==> src/rtl/scl_pkg.sv <==
// Shared types for the scaling factor calculator.
// Assumes: mode encoding is consumed downstream as a 2-bit field.
package scl_pkg;
    typedef enum logic [1:0] {
        SCL_NONE = 2'd0,
        SCL_DOWN = 2'd1,
        SCL_UP   = 2'd2
    } scl_mode_e;
endpackage

==> src/rtl/scl_axis_prep.sv <==
// Maps the destination axes onto the scaling axes for the chosen rotation
// and applies the legacy-revision source trim.
// Assumes: rotation bit 0 marks a quarter or three-quarter turn; all
// subtractions wrap modulo 2^EXT_W.
module scl_axis_prep #(
    parameter int EXT_W    = 16,
    parameter int TRIM_H   = 8,
    parameter int TRIM_W   = 16,
    parameter int TRIM_WIN = 16
) (
    input  logic [EXT_W-1:0] src_w,
    input  logic [EXT_W-1:0] src_h,
    input  logic [EXT_W-1:0] dst_w,
    input  logic [EXT_W-1:0] dst_h,
    input  logic [1:0]       rot,
    input  logic             legacy,
    output logic [EXT_W-1:0] eff_src_w,
    output logic [EXT_W-1:0] eff_src_h,
    output logic [EXT_W-1:0] tgt_w,
    output logic [EXT_W-1:0] tgt_h
);
    localparam logic [EXT_W-1:0] H_CUT = EXT_W'(TRIM_H);
    localparam logic [EXT_W-1:0] W_CUT = EXT_W'(TRIM_W);
    localparam logic [EXT_W:0]   WIN   = (EXT_W+1)'(TRIM_WIN);

    logic           swap;
    logic [EXT_W:0] diff;
    logic [EXT_W:0] mag;
    logic           cut_h;
    logic           cut_w;

    // Purpose: choose target axes and decide the two trims.
    always_comb begin
        swap  = rot[0];
        tgt_w = swap ? dst_h : dst_w;
        tgt_h = swap ? dst_w : dst_h;
        diff  = {1'b0, src_w} - {1'b0, dst_h};
        mag   = diff[EXT_W] ? (~diff + 1'b1) : diff;
        cut_h = legacy && swap && (dst_w == src_h);
        cut_w = legacy && swap && (mag < WIN);
        eff_src_h = cut_h ? (src_h - H_CUT) : src_h;
        eff_src_w = cut_w ? (src_w - W_CUT) : src_w;
    end
endmodule

==> src/rtl/scl_axis_plan.sv <==
// Per-axis planner: picks the scaling mode and the divider operands.
// Assumes: a bypassed axis (equal extents or zero divisor) still gets a
// harmless dummy division (0 / 1) so the schedule stays fixed.
module scl_axis_plan
    import scl_pkg::*;
#(
    parameter int EXT_W  = 16,
    parameter int FRAC_W = 16,
    localparam int NUM_W = EXT_W + FRAC_W
) (
    input  logic [EXT_W-1:0] src,
    input  logic [EXT_W-1:0] tgt,
    output logic [1:0]       mode,
    output logic [NUM_W-1:0] dividend,
    output logic [EXT_W-1:0] divisor,
    output logic             zero_div
);
    localparam logic [EXT_W-1:0] ONE = EXT_W'(1);

    logic [EXT_W-1:0] src_m1;
    logic [EXT_W-1:0] tgt_m1;

    // Purpose: classify the axis and form the normalised division.
    always_comb begin
        src_m1   = src - ONE;
        tgt_m1   = tgt - ONE;
        mode     = SCL_NONE;
        dividend = '0;
        divisor  = ONE;
        zero_div = 1'b0;
        if (src > tgt) begin
            mode     = SCL_DOWN;
            dividend = {tgt, {FRAC_W{1'b0}}};
            divisor  = src;
        end else if (src < tgt) begin
            mode = SCL_UP;
            if (tgt_m1 == '0) begin
                zero_div = 1'b1;
            end else begin
                dividend = {src_m1, {FRAC_W{1'b0}}};
                divisor  = tgt_m1;
            end
        end
    end
endmodule

==> src/rtl/scl_restoring_div.sv <==
// Restoring unsigned divider, one quotient bit per clock.
// Assumes: den is never zero when load is raised; valid pulses once,
// NUM_W clocks after the load edge.
module scl_restoring_div #(
    parameter int NUM_W = 32,
    parameter int DEN_W = 16,
    localparam int CNT_W = $clog2(NUM_W + 1)
) (
    input  logic             clk,
    input  logic             rst_n,
    input  logic             load,
    input  logic [NUM_W-1:0] num,
    input  logic [DEN_W-1:0] den,
    output logic [NUM_W-1:0] quo,
    output logic             valid
);
    logic [DEN_W:0]   rem;
    logic [DEN_W-1:0] dvs;
    logic [CNT_W-1:0] cnt;
    logic [DEN_W:0]   shifted;
    logic             fits;
    logic [DEN_W:0]   rem_nxt;

    // Purpose: one trial subtraction of the restoring algorithm.
    always_comb begin
        shifted = {rem[DEN_W-1:0], quo[NUM_W-1]};
        fits    = shifted >= {1'b0, dvs};
        rem_nxt = fits ? (shifted - {1'b0, dvs}) : shifted;
    end

    // Purpose: load operands, then shift one quotient bit per clock.
    always_ff @(posedge clk) begin
        if (!rst_n) begin
            rem   <= '0;
            dvs   <= '0;
            quo   <= '0;
            cnt   <= '0;
            valid <= 1'b0;
        end else if (load) begin
            rem   <= '0;
            dvs   <= den;
            quo   <= num;
            cnt   <= CNT_W'(NUM_W);
            valid <= 1'b0;
        end else if (cnt != '0) begin
            rem   <= rem_nxt;
            quo   <= {quo[NUM_W-2:0], fits};
            cnt   <= cnt - CNT_W'(1);
            valid <= (cnt == CNT_W'(1));
        end else begin
            valid <= 1'b0;
        end
    end

    // The partial remainder stays below the divisor while running.
    p_rem_below_div_r6: assert property (@(posedge clk) disable iff (!rst_n)
        (cnt != '0) |-> (rem < {1'b0, dvs}));

    p_valid_single_r2: assert property (@(posedge clk) disable iff (!rst_n)
        valid |=> !valid);
endmodule

==> src/rtl/blit_scale_calc.sv <==
// Scaling factor calculator: computes mode and 16-bit factor for both axes
// of one copy job with a shared serial divider (horizontal, then vertical).
// Assumes: start is a level sampled on rising edges and only honoured idle;
// results and done change on the same edge, 2*(NUM_W+2) edges after accept.
module blit_scale_calc
    import scl_pkg::*;
#(
    parameter int EXT_W  = 16,
    parameter int FRAC_W = 16
) (
    input  logic              clk,
    input  logic              rst_n,
    input  logic              start,
    input  logic [EXT_W-1:0]  src_w,
    input  logic [EXT_W-1:0]  src_h,
    input  logic [EXT_W-1:0]  dst_w,
    input  logic [EXT_W-1:0]  dst_h,
    input  logic [1:0]        rot,
    input  logic              legacy,
    output logic              done,
    output logic [1:0]        mode_x,
    output logic [1:0]        mode_y,
    output logic [FRAC_W-1:0] factor_x,
    output logic [FRAC_W-1:0] factor_y,
    output logic              div_err
);
    localparam int NUM_W  = EXT_W + FRAC_W;
    localparam int N_AXIS = 2;
    localparam logic [NUM_W:0] FMAX = {{(NUM_W+1-FRAC_W){1'b0}}, {FRAC_W{1'b1}}};

    typedef enum logic [1:0] {ST_IDLE, ST_SETUP, ST_RUN} st_e;

    st_e              state;
    logic             axis_sel;
    logic [EXT_W-1:0] p_src_w, p_src_h, p_tgt_w, p_tgt_h;
    logic [EXT_W-1:0] lat_src [N_AXIS];
    logic [EXT_W-1:0] lat_tgt [N_AXIS];
    logic [1:0]       pl_mode [N_AXIS];
    logic [NUM_W-1:0] pl_num  [N_AXIS];
    logic [EXT_W-1:0] pl_den  [N_AXIS];
    logic             pl_zero [N_AXIS];
    logic             div_load;
    logic [NUM_W-1:0] div_quo;
    logic             div_valid;
    logic [1:0]       hold_mode;
    logic [FRAC_W-1:0] hold_fac;
    logic             hold_err;
    logic [FRAC_W-1:0] cur_fac;
    logic [1:0]       cur_mode;
    logic             cur_zero;

    // Turns the raw quotient into the published factor with saturation.
    function automatic logic [FRAC_W-1:0] fin_factor(input logic [1:0] m,
                                                     input logic z,
                                                     input logic [NUM_W-1:0] q);
        logic [NUM_W:0] qq;
        qq = {1'b0, q} + {{NUM_W{1'b0}}, (m == SCL_DOWN)};
        if (m == SCL_NONE || z)
            return '0;
        else if (qq > FMAX)
            return {FRAC_W{1'b1}};
        else
            return qq[FRAC_W-1:0];
    endfunction

    scl_axis_prep #(.EXT_W(EXT_W)) u_prep (
        .src_w(src_w), .src_h(src_h), .dst_w(dst_w), .dst_h(dst_h),
        .rot(rot), .legacy(legacy),
        .eff_src_w(p_src_w), .eff_src_h(p_src_h),
        .tgt_w(p_tgt_w), .tgt_h(p_tgt_h)
    );

    for (genvar g = 0; g < N_AXIS; g++) begin : g_axis
        scl_axis_plan #(.EXT_W(EXT_W), .FRAC_W(FRAC_W)) u_plan (
            .src(lat_src[g]), .tgt(lat_tgt[g]),
            .mode(pl_mode[g]), .dividend(pl_num[g]),
            .divisor(pl_den[g]), .zero_div(pl_zero[g])
        );
    end

    // Purpose: feed the divider with the operands of the active axis.
    always_comb begin
        div_load = (state == ST_SETUP);
        cur_mode = pl_mode[axis_sel];
        cur_zero = pl_zero[axis_sel];
        cur_fac  = fin_factor(cur_mode, cur_zero, div_quo);
    end

    scl_restoring_div #(.NUM_W(NUM_W), .DEN_W(EXT_W)) u_div (
        .clk(clk), .rst_n(rst_n), .load(div_load),
        .num(pl_num[axis_sel]), .den(pl_den[axis_sel]),
        .quo(div_quo), .valid(div_valid)
    );

    // Purpose: sequence accept, two divider slots and publication.
    always_ff @(posedge clk) begin
        if (!rst_n) begin
            state     <= ST_IDLE;
            axis_sel  <= 1'b0;
            lat_src   <= '{default: '0};
            lat_tgt   <= '{default: '0};
            hold_mode <= '0;
            hold_fac  <= '0;
            hold_err  <= 1'b0;
            done      <= 1'b0;
            mode_x    <= '0;
            mode_y    <= '0;
            factor_x  <= '0;
            factor_y  <= '0;
            div_err   <= 1'b0;
        end else begin
            done <= 1'b0;
            case (state)
                ST_IDLE: begin
                    if (start) begin
                        lat_src[0] <= p_src_w;
                        lat_tgt[0] <= p_tgt_w;
                        lat_src[1] <= p_src_h;
                        lat_tgt[1] <= p_tgt_h;
                        axis_sel   <= 1'b0;
                        state      <= ST_SETUP;
                    end
                end
                ST_SETUP: state <= ST_RUN;
                ST_RUN: begin
                    if (div_valid) begin
                        if (!axis_sel) begin
                            hold_mode <= cur_mode;
                            hold_fac  <= cur_fac;
                            hold_err  <= cur_zero;
                            axis_sel  <= 1'b1;
                            state     <= ST_SETUP;
                        end else begin
                            mode_x   <= hold_mode;
                            factor_x <= hold_fac;
                            mode_y   <= cur_mode;
                            factor_y <= cur_fac;
                            div_err  <= hold_err | cur_zero;
                            done     <= 1'b1;
                            state    <= ST_IDLE;
                        end
                    end
                end
                default: state <= ST_IDLE;
            endcase
        end
    end

    p_done_single_r2: assert property (@(posedge clk) disable iff (!rst_n)
        done |=> !done);

    p_extents_frozen_r3: assert property (@(posedge clk) disable iff (!rst_n)
        (state != ST_IDLE) |=> ($stable(lat_src[0]) && $stable(lat_src[1]) &&
                                $stable(lat_tgt[0]) && $stable(lat_tgt[1])));

    p_mode_legal_r4: assert property (@(posedge clk) disable iff (!rst_n)
        done |-> (mode_x != 2'd3 && mode_y != 2'd3));

    p_none_zero_r5: assert property (@(posedge clk) disable iff (!rst_n)
        done |-> ((mode_x != SCL_NONE || factor_x == '0) &&
                  (mode_y != SCL_NONE || factor_y == '0)));

    p_down_nonzero_r6: assert property (@(posedge clk) disable iff (!rst_n)
        done |-> ((mode_x != SCL_DOWN || factor_x != '0) &&
                  (mode_y != SCL_DOWN || factor_y != '0)));

    p_err_on_up_r11: assert property (@(posedge clk) disable iff (!rst_n)
        (done && div_err) |-> ((mode_x == SCL_UP && factor_x == '0) ||
                               (mode_y == SCL_UP && factor_y == '0)));

    p_hold_results_r12: assert property (@(posedge clk) disable iff (!rst_n)
        !done |-> ($stable(mode_x) && $stable(mode_y) && $stable(factor_x) &&
                   $stable(factor_y) && $stable(div_err)));
endmodule

==> config.mk <==
export PLATFORM = sky130hd
export DESIGN_NAME = blit_scale_calc
export DESIGN_NICKNAME = d
export VERILOG_FILES = /design/src/rtl/scl_pkg.sv /design/src/rtl/scl_axis_prep.sv /design/src/rtl/scl_axis_plan.sv /design/src/rtl/scl_restoring_div.sv /design/src/rtl/blit_scale_calc.sv
export SDC_FILE = /design/constraint.sdc
export NUM_CORES = 1
export LEC_CHECK = 0
export BUFFER_PORTS_ARGS = -buffer_cell sky130_fd_sc_hd__buf_2
export CAP_MARGIN = 20
export CORE_AREA = 10 10 188 190
export DETAILED_ROUTE_END_ITERATION = 6
export DIE_AREA = 0 0 198 200
export GPL_ROUTABILITY_DRIVEN = 1
export HOLD_SLACK_MARGIN = 0.02
export PLACE_DENSITY = 0.68
export SETUP_SLACK_MARGIN = 0.2
export SYNTH_ARGS = -nofsm -noshare
export SYNTH_HDL_FRONTEND = slang
export SYNTH_HIERARCHICAL = 1
export SYNTH_SLANG_ARGS = --single-unit
==> constraint.sdc <==
create_clock -name clk -period 7.5 [get_ports clk]
set_input_delay 0.75 -clock clk [delete_from_list [all_inputs] [get_ports clk]]
set_output_delay 0.75 -clock clk [all_outputs]
set_load 0.05 [all_outputs]
Word-level counts from Yosys, hierarchy flattened
Index checks and enable logic that the tools add are counted.
- bits in registers: 195
- bits of input ports: 70
- output and inout bits: 38
- $add $sub $neg: 11
- order comparisons: 8
- eq/ne operators: 7
- muxes and demuxes: 54
- bitwise operators: 6
- reduce and logical (&&, ||, !) cells: 19
- operator list (kind ; number):
    $mux 32 ; 11
    $mux 16 ; 16
    $sub 16x1->16 const B ; 4
    $add 32x1->33 ; 1
    $gt 33x16->1 const B ; 1
    $gt 16x16->1 ; 2
    $logic_not 16->1 ; 2
    $lt 16x16->1 ; 2
    $mux 2 ; 9
    $add 17x1->17 const B ; 1
    $ge 17x16->1 ; 1
    $lt 17x5->1 const B ; 1
    $mux 17 ; 1
    $not 17->17 ; 1
    $sub 16x16->17 ; 1
    $eq 16x16->1 ; 1
    $sub 16x16->16 ; 1
    $sub 16x4->16 const B ; 1
    $sub 16x5->16 const B ; 1
    $mux 1 ; 13
    $mux 6 ; 2
    $reduce_and 3->1 ; 4
    $eq 6x1->1 const B ; 1
    $pmux 2 s3 ; 1
    18 further kinds ; 26

Depth between registers and ports, before layout
- depth in word-level cells: 11
- mapped depth: 22

Cells and area by module
Netlist, hierarchy kept.
- modules (own cells, without submodules) (module ; instances ; cells an instance ; area an instance (sq um) ; sequential area each (sq um)):
    blit_scale_calc ; 1 ; 706 ; 5798.1 ; 2482.4
    scl_restoring_div ; 1 ; 480 ; 4013.8 ; 1421.4
    scl_axis_plan ; 2 ; 275 ; 1734.2 ; 0.0
    scl_axis_prep ; 1 ; 333 ; 2318.5 ; 0.0

Worst setup path after synthesis
Ideal clock, no wire load.
- kind: register to register
- start point: register lat_tgt[9] (netlist name)
- end point: register hold_fac[10]
- data arrival time: 4.432 ns
- data required time: 7.409 ns
- slack: 2.977 ns
- cell stages (with the launch flop): 22
- path buffers: 3
- period minus slack after synthesis: 4.523 ns
- cells stage by stage: dfxtp_1 -> clkbuf_1 -> inv_1 -> ha_1 -> nand4_1 -> nor4_1 -> o21ai_0 -> nand4_1 -> inv_1 -> mux2_2 -> nor2_1 -> ha_1 -> ha_1 -> nand4_1 -> nor4_1 -> mux2_2 -> o21ai_0 -> nor4b_2 -> and3_1 -> buf_4 -> buf_6 -> a311oi_1
- RTL lines (item ; line ; source):
    from (decl) ; blit_scale_calc.sv:37 ; logic [EXT_W-1:0] lat_tgt [N_AXIS];
    to (signal assigned) ; blit_scale_calc.sv:129 ; hold_fac <= cur_fac;
    to (decl) ; blit_scale_calc.sv:46 ; logic [FRAC_W-1:0] hold_fac;

==> results.yml <==
clocking:
  ctsHtreeMaxLevel: 4
  cts_buffers: 17
  clk_latency_ps: 470
  holdBufCountCts: 0
  cts_tree: "done"
  ctsRootBufferMaster: "clkbuf_16"
  cts.clk_slew.worst_paths_ps: 80
  cts_sinks: 195
  cts_buffer_depth: 2
  post_cts_buffers: 0
  cts_resized: 0
yosys:
  ys_seq_area_share_pct: 25.0
  synth_cell_types: 88
  syn_avg_cell_area_sq_um: 7.54
  syn-instance-count: 2069
  synth_edf_count: 0
  synthTopCellsByArea: "dfxtp_1, nand2_1, ha_1"
  synth_area_sq_mm: 0.0156
  synth_top_cell_by_area: "dfxtp_1"
  yosysWarnings: 6
  ys_ff_latch: 195
  yosysTopAreaCellShare_pct: 25.0
  async_flop_share_pct: 0
  synth-main-ff-cell: "dfxtp_1"
setup_path:
  r2r_cells: 19
  cp.arrival_ps: 6020
  r2r_setup_slack_ps: 1790
  endpoint_kind: "flip-flop"
  critPathKind: "flip-flop to flip-flop"
  worst-path-max-fanout: 32
  cp.required_ps: 7810
  critPathLaunchType: "flip-flop"
  r2r_end: "hold_fac[12]"
  crit_path_frequent_cell: "nand4_1"
  worstReg2RegStart: "lat_tgt[25]"
  crit_chain: "inv_1 > ha_1 > nand4_1 > nor4_1 > o21ai_0 > nand4_1 > inv_1 > a21oi_1 > mux2i_1 > nor2_1 > ha_1 > nand4_1 > or4_1 > or3_1 > o21ai_1 > nor4b_2 > and3_1 > buf_4 > a311oi_1"
  critPathMaxStageDelay_ps: 650
  slowest_stage: "or4_1"
placement:
  dp_hpwl_um: 33600
  globalplace.congestion: 0.931
  placedCellCount: 2454
  io_buffer_count: 106
  post_dp_cell_area_sq_mm: 0.0160
timing:
  relSlewSlack_pct: 28.7
  tightest_slew_ps: 1070
  period_share_pct: 76.1
  finalSetupViolCount: 0
  setup_tns_ps: 0
  fmax_mhz: 175
  fin_crit_ps: 5710
  rsz0062_at_grt: "no"
  finalMaxSlewViolations: 0
  hold_violations: 0
  fin_skew_ps: 20.4
power_and_ir_drop:
  leakagePower_nw: 6.78
  finalPower_mw: 4.39
  peakVddDrop_v: 0.000176
  power.density_mw_per_mm2: 264
cells_and_area:
  post-route-util_pct: 53.1
  multiInputGateArea_sq_mm: 0.0106
  layoutNonFillerInstCount: 2489
  fin_nets: 2223
  syn_to_final_growth_pct: 6.79
  layout-drive-gt1-share_pct: 13.3
  fillerInstances: 3071
  design_area_sq_mm: 0.0167
  mostFrequentLayoutCells: "nand2_1, dfxtp_1, a21oi_1"
  regArea_sq_mm: 0.00391
  layout.cells.most_common: "nand2_1"
global_route:
  grt_max_degree: 72
  antenna_found_initial: 1
  grt_pass1_wl_um: 72700
  grt_overflow: 0
  first_global_vias: 13800
  grt.total_usage_pct: 22.7
floorplan:
  start_util_pct: 49.7
  die_area_sq_mm: 0.0396
  die_width_um: 198
  core_sq_mm: 0.0314
  io_pins: 108
  die_y_um: 200
  rows: 65
route:
  vias_per_cell: 5.87
  route.detailed.drc: 0
  vias: 14600
  wirelength_um: 45000
  drt_iter0_drc: 1030
  wl_per_cell_um: 18.1
  antenna_left: 0
  drt_first_pass_iters: 5
hold_path:
  hold_depth: 2
  min_to: "factor_x[0]"
  hold_path_class: "flip-flop to flip-flop"
  min-delay-start: "hold_fac[0]"
job:
  cap_violations: 0
run_status:
  status: "finished clean"
## final cells by class
cell class	instances	share of cell area (%)
Antenna cell	1	0.0150
Inverter	89	2.01
Clock buffer	17	2.55
Tap cell	402	3.02
Clock inverter	15	1.28
Multi-Input combinational cell	1647	63.7
Timing Repair Buffer	123	3.95
Sequential cell	195	23.4
## worst max-delay path by stage
stage                startpoint            to  slack (ps)  cells after the start
finish              lat_tgt[25]  hold_fac[12]        1790                     19
global route        lat_tgt[25]  hold_fac[10]        1280                     20
CTS                 lat_tgt[25]   hold_fac[4]        1860                     19
detailed placement  lat_tgt[25]  hold_fac[10]        1890                     19
global placement    lat_tgt[25]  hold_fac[14]        2040                     19
floorplan            lat_tgt[9]  hold_fac[10]        2980                     21
## cell families after synthesis
family	share of synthesized area (%)
AO/OA/AOI/OAI	21.6
XOR/XNOR	7.07
adder cells (fa/ha/maj)	6.51
buffers and inverters	7.78
flip-flops	25.0
multiplexers	6.59
other	0.0481
AND/OR/NAND/NOR	25.4
## cells in the mapped netlist (11+ instances only)
master / count
a21oi_1: 131
or3_1: 20
nand4_1: 30
nand3_1: 93
nor4_1: 17
o211a_1: 36
o21a_1: 12
nor2b_1: 34
mux2i_1: 25
buf_4: 41
or4_1: 15
nor3_1: 42
clkbuf_1: 91
a31oi_1: 29
xor2_1: 55
a211oi_1: 48
o21ai_0: 98
buf_1: 15
nand2b_1: 16
inv_1: 89
buf_6: 11
mux2_2: 69
a21o_1: 16
xnor2_1: 71
dfxtp_1: 195
a21boi_0: 32
nor2_1: 123
a311oi_1: 16
ha_1: 78
nand2_1: 361
## state kept, by name, indices dropped and copies added, names as in the netlist, 2 cells and up
name	flops
factor_x	16
factor_y	16
hold_fac	16
hold_mode	2
lat_src	32
lat_tgt	32
mode_x	2
mode_y	2
state	2
u_div/cnt	6
u_div/dvs	16
u_div/quo	32
u_div/rem	16
## through the flow
step	hold slack, ps	worst slack, ps
floorplan	432	2980
global placement	438	2040
detailed placement	444	1890
CTS	457	1860
global route	466	1280
finish	455	1790
## layer usage
| metal | share of wire [%] | up-vias | global-route usage [%] |
|---|---|---|---|
| met1 | 45 | 6911 | 28.7 |
| met2 | 48 | 389 | 39.3 |
| met5 | 0 | - | 0 |
| met4 | 1.8 | 0 | 6.18 |
| li1 | - | 7265 | - |
| met3 | 5.1 | 51 | 3.32 |
## worst max-delay path, delay by kind of cell (launching register included)
family                   cells  cell delay (ps)
AND/OR/NAND/NOR              9             2690
AO/OA/AOI/OAI                4              850
buffers and inverters        3              600
flip-flops                   1              590
adder cells (fa/ha/maj)      2              560
multiplexers                 1              250
## power by group
group / total [mW] / switching, mW / internal, mW
Combinational: 2.10 / 1.27 / 0.824
Sequential: 1.33 / 0.177 / 1.15
Clock: 0.972 / 0.506 / 0.466
Total: 4.39 / 1.95 / 2.44
Note: power is estimated with default switching activity, not from simulation.
